===== src/rtl/vexc_pkg.sv =====
// Package: shared positions and selector type for the writeback exception unit.
// Assumes: summary type bits occupy the low N_XTYPE positions.
package vexc_pkg;
    localparam int X_IOVF  = 0;
    localparam int X_FUNF  = 1;
    localparam int X_FOVF  = 2;
    localparam int X_FDZ   = 3;
    localparam int X_ROP   = 4;
    localparam int N_XTYPE = 5;

    typedef enum logic [1:0] {
        SEL_PASS = 2'd0,
        SEL_ZERO = 2'd1,
        SEL_RSV  = 2'd2
    } subst_sel_t;
endpackage


===== src/rtl/vexc_classify.sv =====
// Module: vexc_classify
// Decides which exception types an element records and which value replaces it.
// Assumes: flags arrive packed by the positions in vexc_pkg; purely combinational.
module vexc_classify
    import vexc_pkg::*;
(
    input  logic                 valid,
    input  logic                 is_float,
    input  logic [N_XTYPE-1:0]   flags,
    input  logic                 unf_en,
    output logic [N_XTYPE-1:0]   rec_types,
    output subst_sel_t           sel
);
    logic fv;
    logic hard_fault;

    // Record mask: an integer element may only overflow; quiet underflow is not recorded.
    always_comb begin
        fv = valid & is_float;
        rec_types          = '0;
        rec_types[X_IOVF]  = valid & ~is_float & flags[X_IOVF];
        rec_types[X_FUNF]  = fv & flags[X_FUNF] & unf_en;
        rec_types[X_FOVF]  = fv & flags[X_FOVF];
        rec_types[X_FDZ]   = fv & flags[X_FDZ];
        rec_types[X_ROP]   = fv & flags[X_ROP];
    end

    // Value selection: a hard fault beats quiet underflow, which beats pass-through.
    always_comb begin
        hard_fault = flags[X_FOVF] | flags[X_FDZ] | flags[X_ROP] |
                     (flags[X_FUNF] & unf_en);
        if (!is_float)
            sel = SEL_PASS;
        else if (hard_fault)
            sel = SEL_RSV;
        else if (flags[X_FUNF])
            sel = SEL_ZERO;
        else
            sel = SEL_PASS;
    end
endmodule


===== src/rtl/vexc_subst.sv =====
// Module: vexc_subst
// Builds the element value to write from the true result and the selector.
// Assumes: RES_W >= ELEM_W; the reserved code is sign set, all else clear.
module vexc_subst
    import vexc_pkg::*;
#(
    parameter int RES_W  = 64,
    parameter int ELEM_W = 32
) (
    input  logic [RES_W-1:0]  res,
    input  subst_sel_t        sel,
    output logic [ELEM_W-1:0] elem
);
    localparam logic [ELEM_W-1:0] RSV_CODE = {1'b1, {(ELEM_W-1){1'b0}}};

    // Output mux: truncated result, zero, or reserved-operand code.
    always_comb begin
        case (sel)
            SEL_ZERO: elem = '0;
            SEL_RSV:  elem = RSV_CODE;
            default:  elem = res[ELEM_W-1:0];
        endcase
    end
endmodule


===== src/rtl/vexc_record.sv =====
// Module: vexc_record
// Sticky summary register: type bits low, one-hot destination mask above.
// Assumes: a clear in the same cycle as a new record keeps only the new record.
module vexc_record
    import vexc_pkg::*;
#(
    parameter int NREG  = 16,
    parameter int IDX_W = $clog2(NREG),
    parameter int SUM_W = N_XTYPE + NREG
) (
    input  logic               clk,
    input  logic               rst_n,
    input  logic [N_XTYPE-1:0] rec_types,
    input  logic [IDX_W-1:0]   dest_reg,
    input  logic               clr,
    output logic [SUM_W-1:0]   summary
);
    logic            any_rec;
    logic [NREG-1:0] dest_hit;

    assign any_rec = |rec_types;

    // One decoder slice per destination register.
    for (genvar g = 0; g < NREG; g++) begin : g_dec
        assign dest_hit[g] = any_rec && (dest_reg == IDX_W'(g));
    end

    // Summary update: optional clear, then merge this cycle's record.
    always_ff @(posedge clk) begin
        if (!rst_n)
            summary <= '0;
        else
            summary <= (clr ? '0 : summary) | {dest_hit, rec_types};
    end
endmodule


===== src/rtl/vexc_wb_unit.sv =====
// Module: vexc_wb_unit (top)
// Writeback exception unit: substitutes default values for faulting elements,
// records exception types and destination registers, and pulses on a record.
// Assumes: one element per cycle; outputs registered, one cycle of latency.
module vexc_wb_unit
    import vexc_pkg::*;
#(
    parameter int RES_W  = 64,
    parameter int ELEM_W = 32,
    parameter int NREG   = 16,
    localparam int IDX_W = $clog2(NREG),
    localparam int SUM_W = N_XTYPE + NREG
) (
    input  logic              clk,
    input  logic              rst_n,
    input  logic              elem_valid,
    input  logic [RES_W-1:0]  res_in,
    input  logic              is_float,
    input  logic              f_iovf,
    input  logic              f_unf,
    input  logic              f_ovf,
    input  logic              f_dz,
    input  logic              f_rop,
    input  logic              unf_en,
    input  logic [IDX_W-1:0]  dest_reg,
    input  logic              clr_cmd,
    output logic              out_valid,
    output logic [ELEM_W-1:0] out_elem,
    output logic              exc_pulse,
    output logic [SUM_W-1:0]  summary
);
    logic [N_XTYPE-1:0] flags;
    logic [N_XTYPE-1:0] rec_types;
    subst_sel_t         sel;
    logic [ELEM_W-1:0]  elem_nxt;

    // Pack the flags by their summary positions.
    always_comb begin
        flags         = '0;
        flags[X_IOVF] = f_iovf;
        flags[X_FUNF] = f_unf;
        flags[X_FOVF] = f_ovf;
        flags[X_FDZ]  = f_dz;
        flags[X_ROP]  = f_rop;
    end

    vexc_classify u_cls (
        .valid     (elem_valid),
        .is_float  (is_float),
        .flags     (flags),
        .unf_en    (unf_en),
        .rec_types (rec_types),
        .sel       (sel)
    );

    vexc_subst #(.RES_W(RES_W), .ELEM_W(ELEM_W)) u_sub (
        .res  (res_in),
        .sel  (sel),
        .elem (elem_nxt)
    );

    vexc_record #(.NREG(NREG), .IDX_W(IDX_W), .SUM_W(SUM_W)) u_rec (
        .clk       (clk),
        .rst_n     (rst_n),
        .rec_types (rec_types),
        .dest_reg  (dest_reg),
        .clr       (clr_cmd),
        .summary   (summary)
    );

    // Output stage: register the element, its valid and the exception pulse.
    always_ff @(posedge clk) begin
        if (!rst_n) begin
            out_valid <= 1'b0;
            out_elem  <= '0;
            exc_pulse <= 1'b0;
        end else begin
            out_valid <= elem_valid;
            out_elem  <= elem_nxt;
            exc_pulse <= |rec_types;
        end
    end
endmodule


===== config.mk =====
export PLATFORM = sky130hd
export DESIGN_NAME = vexc_wb_unit
export DESIGN_NICKNAME = d
export VERILOG_FILES = /design/src/rtl/vexc_pkg.sv /design/src/rtl/vexc_classify.sv /design/src/rtl/vexc_subst.sv /design/src/rtl/vexc_record.sv /design/src/rtl/vexc_wb_unit.sv
export SDC_FILE = /design/constraint.sdc
export NUM_CORES = 1
export LEC_CHECK = 0
export BUFFER_PORTS_ARGS = -buffer_cell sky130_fd_sc_hd__buf_2
export CORE_MARGIN = 2
export CORE_UTILIZATION = 39
export CTS_CLUSTER_SIZE = 20
export DETAILED_ROUTE_END_ITERATION = 8
export PLACE_DENSITY = 0.87
export SLEW_MARGIN = 20
export SYNTH_ARGS = -nofsm -noshare
export SYNTH_HDL_FRONTEND = slang
export SYNTH_SLANG_ARGS = --single-unit

===== constraint.sdc =====
create_clock -name clk -period 1.9 [get_ports clk]
set_input_delay 0.38 -clock clk [delete_from_list [all_inputs] [get_ports clk]]
set_output_delay 0.38 -clock clk [all_outputs]
set_load 0.1 [all_outputs]

==> results of run 1 <==
[cells by family (layout without fill, tap and decap cells)]
kind of cell | after synthesis | count (layout) | synth area share
AO/OA/AOI/OAI | 28 | 28 | 0.155
flip-flops | 55 | 55 | 0.612
multiplexers | 1 | 1 | 0.00557
adder cells (fa/ha/maj) | 1 | 1 | 0.00696
buffers and inverters | 12 | 115 | 0.0278
AND/OR/NAND/NOR | 54 | 54 | 0.192
[flip-flops by register name, indices dropped and copies added (netlist names)]
signal         flops
exc_pulse          1
out_elem          32
out_valid          1
u_rec.summary     21
[area by class of cell]
cell class	instances	share of cell area
sequential	55	0.451
multi-input combinational	84	0.266
timing repair buffer	106	0.222
clock buffer	7	0.0312
tap	52	0.0266
clock inverter	1	0.00205
inverter	1	0.00154
[worst paths after layout]
| kind | from | end | slack, ns |
|---|---|---|---|
| min | res_in[23] | out_elem[23] | 0.31 |
| max | u_rec.summary[11] | summary[11] | 0.42 |
| min reg2reg | u_rec.summary[14] | u_rec.summary[14] | 0.47 |
| max reg2reg | u_rec.summary[8] | u_rec.summary[8] | 1.24 |
[power by group through the flow]
stage	Combinational (mW)	Clock, mW	Sequential (mW)
after global routing	0.550	0.673	1.21
after detailed placement	0.528	0	1.23
after global placement	0.520	0	1.23
after floorplan	0.0879	0	1.55
final	0.526	0.605	1.21
after CTS	0.528	0.625	1.21
[routing by layer]
layer	track usage	part of all wire
met1	0.184	0.38
met2	0.308	0.53
met3	0.0472	0.071
met4	0.0713	0.020
met5	0	0
[synth_stat cells]
| master | number | area (µm²) |
|---|---|---|
| dfxtp_1 | 55 | 1100 |
| and3_1 | 31 | 194 |
| clkbuf_1 | 9 | 33.8 |
| a32o_1 | 8 | 80.1 |
| a22o_1 | 6 | 52.6 |
| nor2b_1 | 6 | 37.5 |
| nand2_1 | 4 | 15.0 |
| a32oi_1 | 3 | 26.3 |
| a21boi_0 | 2 | 15.0 |
| a32o_2 | 2 | 22.5 |
| and2_1 | 2 | 12.5 |
| nor2_1 | 2 | 7.51 |
| o211a_1 | 2 | 20.0 |
| a311oi_2 | 1 | 15.0 |
| a31oi_2 | 1 | 12.5 |
| a31oi_4 | 1 | 21.3 |
| buf_2 | 1 | 5.00 |
| buf_4 | 1 | 7.51 |
| ha_1 | 1 | 12.5 |
| inv_1 | 1 | 3.75 |
| mux2i_1 | 1 | 10.0 |
| nand2_2 | 1 | 6.26 |
| nand3_2 | 1 | 10.0 |
| nand3b_1 | 1 | 7.51 |
| nand4_1 | 1 | 6.26 |
| nand4b_1 | 1 | 8.76 |
| nor3_1 | 1 | 5.00 |
| nor3_4 | 1 | 16.3 |
| nor3b_1 | 1 | 7.51 |
| o21ai_0 | 1 | 5.00 |
| o2bb2ai_1 | 1 | 8.76 |
| or3b_4 | 1 | 11.3 |
[through the flow]
step	hold slack, ns	cell area, µm²	std cells	setup WS, ns	power (mW)
after floorplan	0.518	1800	151	0.292	1.64
after global placement	0.443	2360	298	0.175	1.75
after detailed placement	0.450	2360	298	0.0823	1.76
after CTS	0.295	2440	306	0.397	2.36
after global routing	0.297	2440	306	0.381	2.43
final	0.305	2440	306	0.424	2.34
==> impl_results.md, run 1 <==
* Required @ worst endpoint at 1.52 ns
* Crit end category: output pin
* P_int at 1.56 mW
* R2R cell count at 1
* CP cell instances: buf_2
* Hold Path Depth at 2
* RSZ-0062 raised after global routing: no
* DRT Pass-1 Iters at 4
* Num rows at 24
* Unique masters post-synth at 32
* Worst-margin pin slew at 0.658 ns
* Post-Route Skew at 0 ns
* Fillers at 382
* Power share of the sequential group at 0.516
* Routed WL at 4420 µm
* N_diodes at 0
* Setup crit start kind: register
* Post-synthesis cell count at 151
* Vias in the first global route at 1477
* Fmax at 677 MHz
* Setup_tns at 0 ns
* Sw Pwr at 0.775 mW
* CTS buffer count at 5
* Final setup viols at 0
* Overflow left after global routing at 0
* Clock Latency Late Sink at 0.30 ns
* Initial antenna violation count at 0
* Seq. cell area at 1100 µm²
* DIE WIDTH at 71.9 µm
* Multi-input gate area at 649 µm²
* Crit. path cell count at 1
* Syn. warnings at 0
* Largest net degree at the start of global routing at 31
* VDD IR max at 0.430 mV
* Routed via count at 1560
* Core area at 4380 µm²
* Layout area overhead at 35.9%
* Post-CTS sizing at 0
* Crit-path max FO at 2
* HP Class: in2reg
* Tot GR Track Use at 0.169
* CP bufs+invs at 1
* Port bufs at 101
* Register area share after synthesis at 0.612
* Pwr Density at 956 nW/µm²
* Critical path type: reg2out
* Global placement routability congestion at 0.809
* Most common cell after layout, fill and taps aside: buf_2
* Starting Density at 0.410
* Minimum clock period at 1.48 ns
* I/O pin count at 134
* Comb power frac at 0.225
* H-Tree Depth at 2
* CP max stage cell: buf_2
* Max clock buf depth at 2
* DRT antenna net count at 0
* Post-detailed-route DRC marker count at 0
* Final net count at 333
* 1st-iter DRT viols at 56
* Max Transition Viols Final at 0
* # hold bufs at CTS at 0
* Setup bufs post-CTS at 0
* Crit path DAT at 1.10 ns
* Wire length per cell at 14.4 µm
* Final Util at 0.557
* Syn avg cell area at 11.9 µm²
* Top delay family on crit path: buffers and inverters
* Max cap viols at 0
* P_leak at 1.31 nW
* TritonCTS clock tree: yes
* Die height at 71.9 µm
* Die area at 5170 µm²
* Vias per cell at 5.10
* Ratio of final minimum period to clock period at 0.777
* Area of the mapped netlist at 1800 µm²
* Final Hold Fails at 0
* First-pass GRT wire length at 6730 µm
* Post-DP HPWL at 3350 µm
* Status: complete, no violations
* Slew headroom at 0.560
* #FFs+latches synth at 55
* CTS clock-pin slew for the worst setup and hold paths at 0.09 ns
* Most frequent cells in the layout: buf_2 (101), dfxtp_1 (55), and3_1 (31)
* Syn nets at 231
* Max stage delay on crit path at 0.44 ns
* Net switching fraction of the power at 0.332
* Clock network fraction of total power at 0.259
* Num Clock Sinks at 55
* Clock root cell: clkbuf_8
* Share of cells above drive strength 1 at 0.480
No activity file was read; power rests on OpenSTA's default activity.
==> inputs of run 2 (changes only) <==
--- a/config.mk
+++ b/config.mk
@@ -5,12 +5,13 @@
 export SDC_FILE = /design/constraint.sdc
 export NUM_CORES = 1
 export LEC_CHECK = 0
+export ABC_AREA = 1
 export BUFFER_PORTS_ARGS = -buffer_cell sky130_fd_sc_hd__buf_2
 export CORE_MARGIN = 2
-export CORE_UTILIZATION = 39
+export CORE_UTILIZATION = 37
 export CTS_CLUSTER_SIZE = 20
 export DETAILED_ROUTE_END_ITERATION = 8
-export PLACE_DENSITY = 0.87
+export PLACE_DENSITY = 0.85
 export SLEW_MARGIN = 20
 export SYNTH_ARGS = -nofsm -noshare
 export SYNTH_HDL_FRONTEND = slang
==> constraint.sdc (replaced) <==
create_clock -name clk -period 1.2 [get_ports clk]
set_input_delay 0.24 -clock clk [delete_from_list [all_inputs] [get_ports clk]]
set_output_delay 0.24 -clock clk [all_outputs]
set_load 0.1 [all_outputs]
==> run 2 against run 1 <==
  * Highest routed layer unchanged
  * Flip-flop and latch count is the same
  * Hold slack lost 0.17 ns
  * Wire length grew 14%
  * Worst setup slack lost 0.36 ns
  * Critical path depth is the same
  * Clock power grew 100%
==> impl_results.md, run 2 <==
* 1st-iter DRT viols at 69 (was 56)
* N_diodes at 0 (unchanged)
* Overflow left after global routing at 0 (unchanged)
* DIE WIDTH at 76.8 µm (was 71.9 µm)
* Setup crit start kind: register (unchanged)
* Tot GR Track Use at 0.177 (was 0.169)
* Ratio of final minimum period to clock period at 0.951
* Worst Hold Slack at 0.134 ns (was 0.305 ns)
* Die area at 5900 µm² (was 5170 µm²)
* Seq. cell area at 1120 µm² (was 1100 µm²)
* Die height at 76.8 µm (was 71.9 µm)
* Cell taking the most area after synthesis: dfxtp_1 (unchanged)
* Starting Density at 0.384 (was 0.410)
* Routed WL at 5010 µm (was 4420 µm)
* CP bufs+invs at 1 (unchanged)
* Critical path type: reg2out (unchanged)
* CP max stage cell: dfxtp_1 (was buf_2)
* I/O pin count at 134 (unchanged)
* Share of cells above drive strength 1 at 0.463 (was 0.480)
* Comb power frac at 0.266 (was 0.225)
* R2R cell count at 2 (was 1)
* Most frequent cells in the layout: buf_12 (56), nor2_1 (49), buf_2 (46) (was buf_2 (101), dfxtp_1 (55), and3_1 (31))
* Worst-margin pin slew at 0.338 ns (was 0.658 ns)
* WHS Endpoint: out_elem[21] (was out_elem[23])
* Setup ws final at 0.0591 ns (was 0.424 ns)
* H-Tree Depth at 2 (unchanged)
* Initial antenna violation count at 0 (unchanged)
* Routed via count at 1822 (was 1560)
* Layout area overhead at 82.1% (was 35.9%)
* Core area at 5110 µm² (was 4380 µm²)
* Syn. warnings at 0 (unchanged)
* Post-synthesis cell count at 238 (was 151)
* Global placement routability congestion at 0.909 (was 0.809)
* Crit-path max FO at 2 (unchanged)
* Cell with the most instances after synthesis: dfxtp_1 (unchanged)
* RSZ-0062 raised after global routing: yes (was no)
* P_int at 2.94 mW (was 1.56 mW)
* CP cell instances: buf_12 (was buf_2)
* CTS clock-pin slew for the worst setup and hold paths at 0.10 ns (was 0.09 ns)
* Largest reg by FF count: out_elem (unchanged)
* Hold Path Depth at 3 (was 2)
* HP Class: in2reg (unchanged)
* DRT Pass-1 Iters at 4 (unchanged)
* R2r setup slk at 0.55 ns (was 1.24 ns)
* DRT antenna net count at 0 (unchanged)
* Net switching fraction of the power at 0.325 (was 0.332)
* Required @ worst endpoint at 0.96 ns (was 1.52 ns)
* Max cap viols at 0 (unchanged)
* Clock Latency Late Sink at 0.29 ns (was 0.30 ns)
* Setup bufs post-CTS at 0 (unchanged)
* Asr flop ratio synth at 0 (unchanged)
* Hold Path Origin: res_in[21] (was res_in[23])
* Most common cell after layout, fill and taps aside: buf_12 (was buf_2)
* Clock network fraction of total power at 0.284 (was 0.259)
* Fmax at 876 MHz
* Syn avg cell area at 8.24 µm² (was 11.9 µm²)
* Power share of the sequential group at 0.450 (was 0.516)
* VDD IR max at 0.858 mV (was 0.430 mV)
* Area of the mapped netlist at 1960 µm² (was 1800 µm²)
* FF-to-FF End: u_rec.summary[1] (was u_rec.summary[8])
* Post-Route Skew at 0 ns (unchanged)
* Clock root cell: clkbuf_8 (unchanged)
* P_leak at 1.73 nW (was 1.31 nW)
* Minimum clock period at 1.14 ns
* CTS buffer count at 5 (unchanged)
* Max Transition Viols Final at 0 (unchanged)
* Synth top cells by count: dfxtp_1 (55), nor2_1 (50), nand2_1 (44), inv_1 (38), nand3_2 (10) (was dfxtp_1 (55), and3_1 (31), clkbuf_1 (9), a32o_1 (8))
* Sw Pwr at 1.42 mW (was 0.775 mW)
* Num rows at 26 (was 24)
* Setup WS pre-CTS at -0.279 ns (was 0.0823 ns)
* Max clock buf depth at 2 (unchanged)
* Largest net degree at the start of global routing at 26 (was 31)
* #FFs+latches synth at 55 (unchanged)
* Fin cells at 418 (was 306)
* Pwr Density at 1220 nW/µm² (was 956 nW/µm²)
* TritonCTS clock tree: yes (unchanged)
* Final Hold Fails at 0 (unchanged)
* Dominant cells by area after synthesis: dfxtp_1 (56%), nor2_1 (9.6%), nand2_1 (8.4%), inv_1 (7.3%), nand3_2 (5.1%) (was dfxtp_1 (61%), and3_1 (11%), a32o_1 (4.5%), a22o_1 (2.9%), nor2b_1 (2.1%))
* Syn nets at 318 (was 231)
* Ys flop type: dfxtp_1 (unchanged)
* Fillers at 396 (was 382)
* Vias in the first global route at 1908 (was 1477)
* Yosys top cell area share at 0.562 (was 0.612)
* Top delay family on crit path: flip-flops (was buffers and inverters)
* Wire length per cell at 12.0 µm (was 14.4 µm)
* First-pass GRT wire length at 8310 µm (was 6730 µm)
* Post-synth EDFFs at 0 (unchanged)
* Crit end category: output pin (unchanged)
* FF-to-FF Start: u_rec.summary[1] (was u_rec.summary[8])
* Biggest regs: out_elem (32), u_rec.summary (21) (unchanged)
* Multi-input gate area at 692 µm² (was 649 µm²)
* Port bufs at 101 (unchanged)
* Final setup viols at 0 (unchanged)
* Unique masters post-synth at 22 (was 32)
* Vias per cell at 4.36 (was 5.10)
* Num Clock Sinks at 55 (unchanged)
* Crit path DAT at 0.90 ns (was 1.10 ns)
* Register area share after synthesis at 0.562 (was 0.612)
* Slew headroom at 0.774 (was 0.560)
* Max reg flops at 32 (unchanged)
* Final net count at 427 (was 333)
* Placed instance count at 410 (was 298)
* Post-detailed-route DRC marker count at 0 (unchanged)
* Max stage delay on crit path at 0.41 ns (was 0.44 ns)
* Post-DP HPWL at 4150 µm (was 3350 µm)
* Status: complete, no violations (unchanged)
[run 2: cell types whose count changed after synthesis, sizes merged, moves of 8 or more]
| cell | delta |
|---|---|
| inv | +39 |
| nor2 | +51 |
| clkbuf | -8 |
| a32o | -10 |
| nand3 | +16 |
| nand2 | +48 |
| and3 | -31 |
[run 2: final cells by class]
class | instances | share of cell area
inverters | 41 | 0.0434
flip-flops and latches | 55 | 0.313
clock buffers | 5 | 0.0193
repair buffers | 109 | 0.393
clock inverters | 3 | 0.0133
multi-input cells | 135 | 0.194
well taps | 70 | 0.0245
[run 2: per-layer routing]
layer	wire length, µm	GRT usage	up-vias
li1	-	-	917
met1	1670	0.162	821
met2	2860	0.361	77
met3	419	0.0647	7
met4	59	0.0418	0
met5	0	0	-
[run 2: per-stage QoR]
stage	instance area (µm²)	power [mW]	util	setup TNS (ns)
after global routing	3570	4.53	0.699	-0.00371
final	3570	4.35	0.699	0
after detailed placement	3440	3.16	0.674	-9.35
after global placement	3440	3.13	0.674	-6.66
after floorplan	2020	2.69	-	0
after CTS	3560	4.39	0.697	0
[run 2: what timing repair did]
item,CTS,global route
resized for setup,0,3
endpoints found under the setup margin,0,11
hold buffers,0,0
[run 2: how the worst max path moves through the flow]
stage	start	end	slack, ns	cells past startpoint
6_report	u_rec.summary[11]	summary[11]	0.06	1
5_1_grt	f_ovf	out_elem[7]	-0.002	9
4_1_cts	f_ovf	out_elem[7]	0.04	7
3_5_place_dp	f_ovf	out_elem[7]	-0.28	7
3_3_place_gp	f_ovf	out_elem[11]	-0.21	7
2_1_floorplan	f_ovf	out_elem[10]	0.007	6
[run 2: power by group through the flow]
stage / Combinational (mW) / Sequential (mW) / Clock [mW]
after CTS: 1.16 / 1.96 / 1.27
after global routing: 1.21 / 1.97 / 1.35
after detailed placement: 1.16 / 2.01 / 0
after floorplan: 0.199 / 2.49 / 0
final: 1.16 / 1.96 / 1.23
after global placement: 1.13 / 2.00 / 0
[run 2: logic make-up (layout without fill, tap and decap cells)]
group	count (synthesis)	after routing	share of synthesized area
simple gates	125	125	0.302
fa+ha+maj	1	1	0.00638
buf+inv	48	158	0.105
flops	55	55	0.562
compound gates	9	9	0.0255
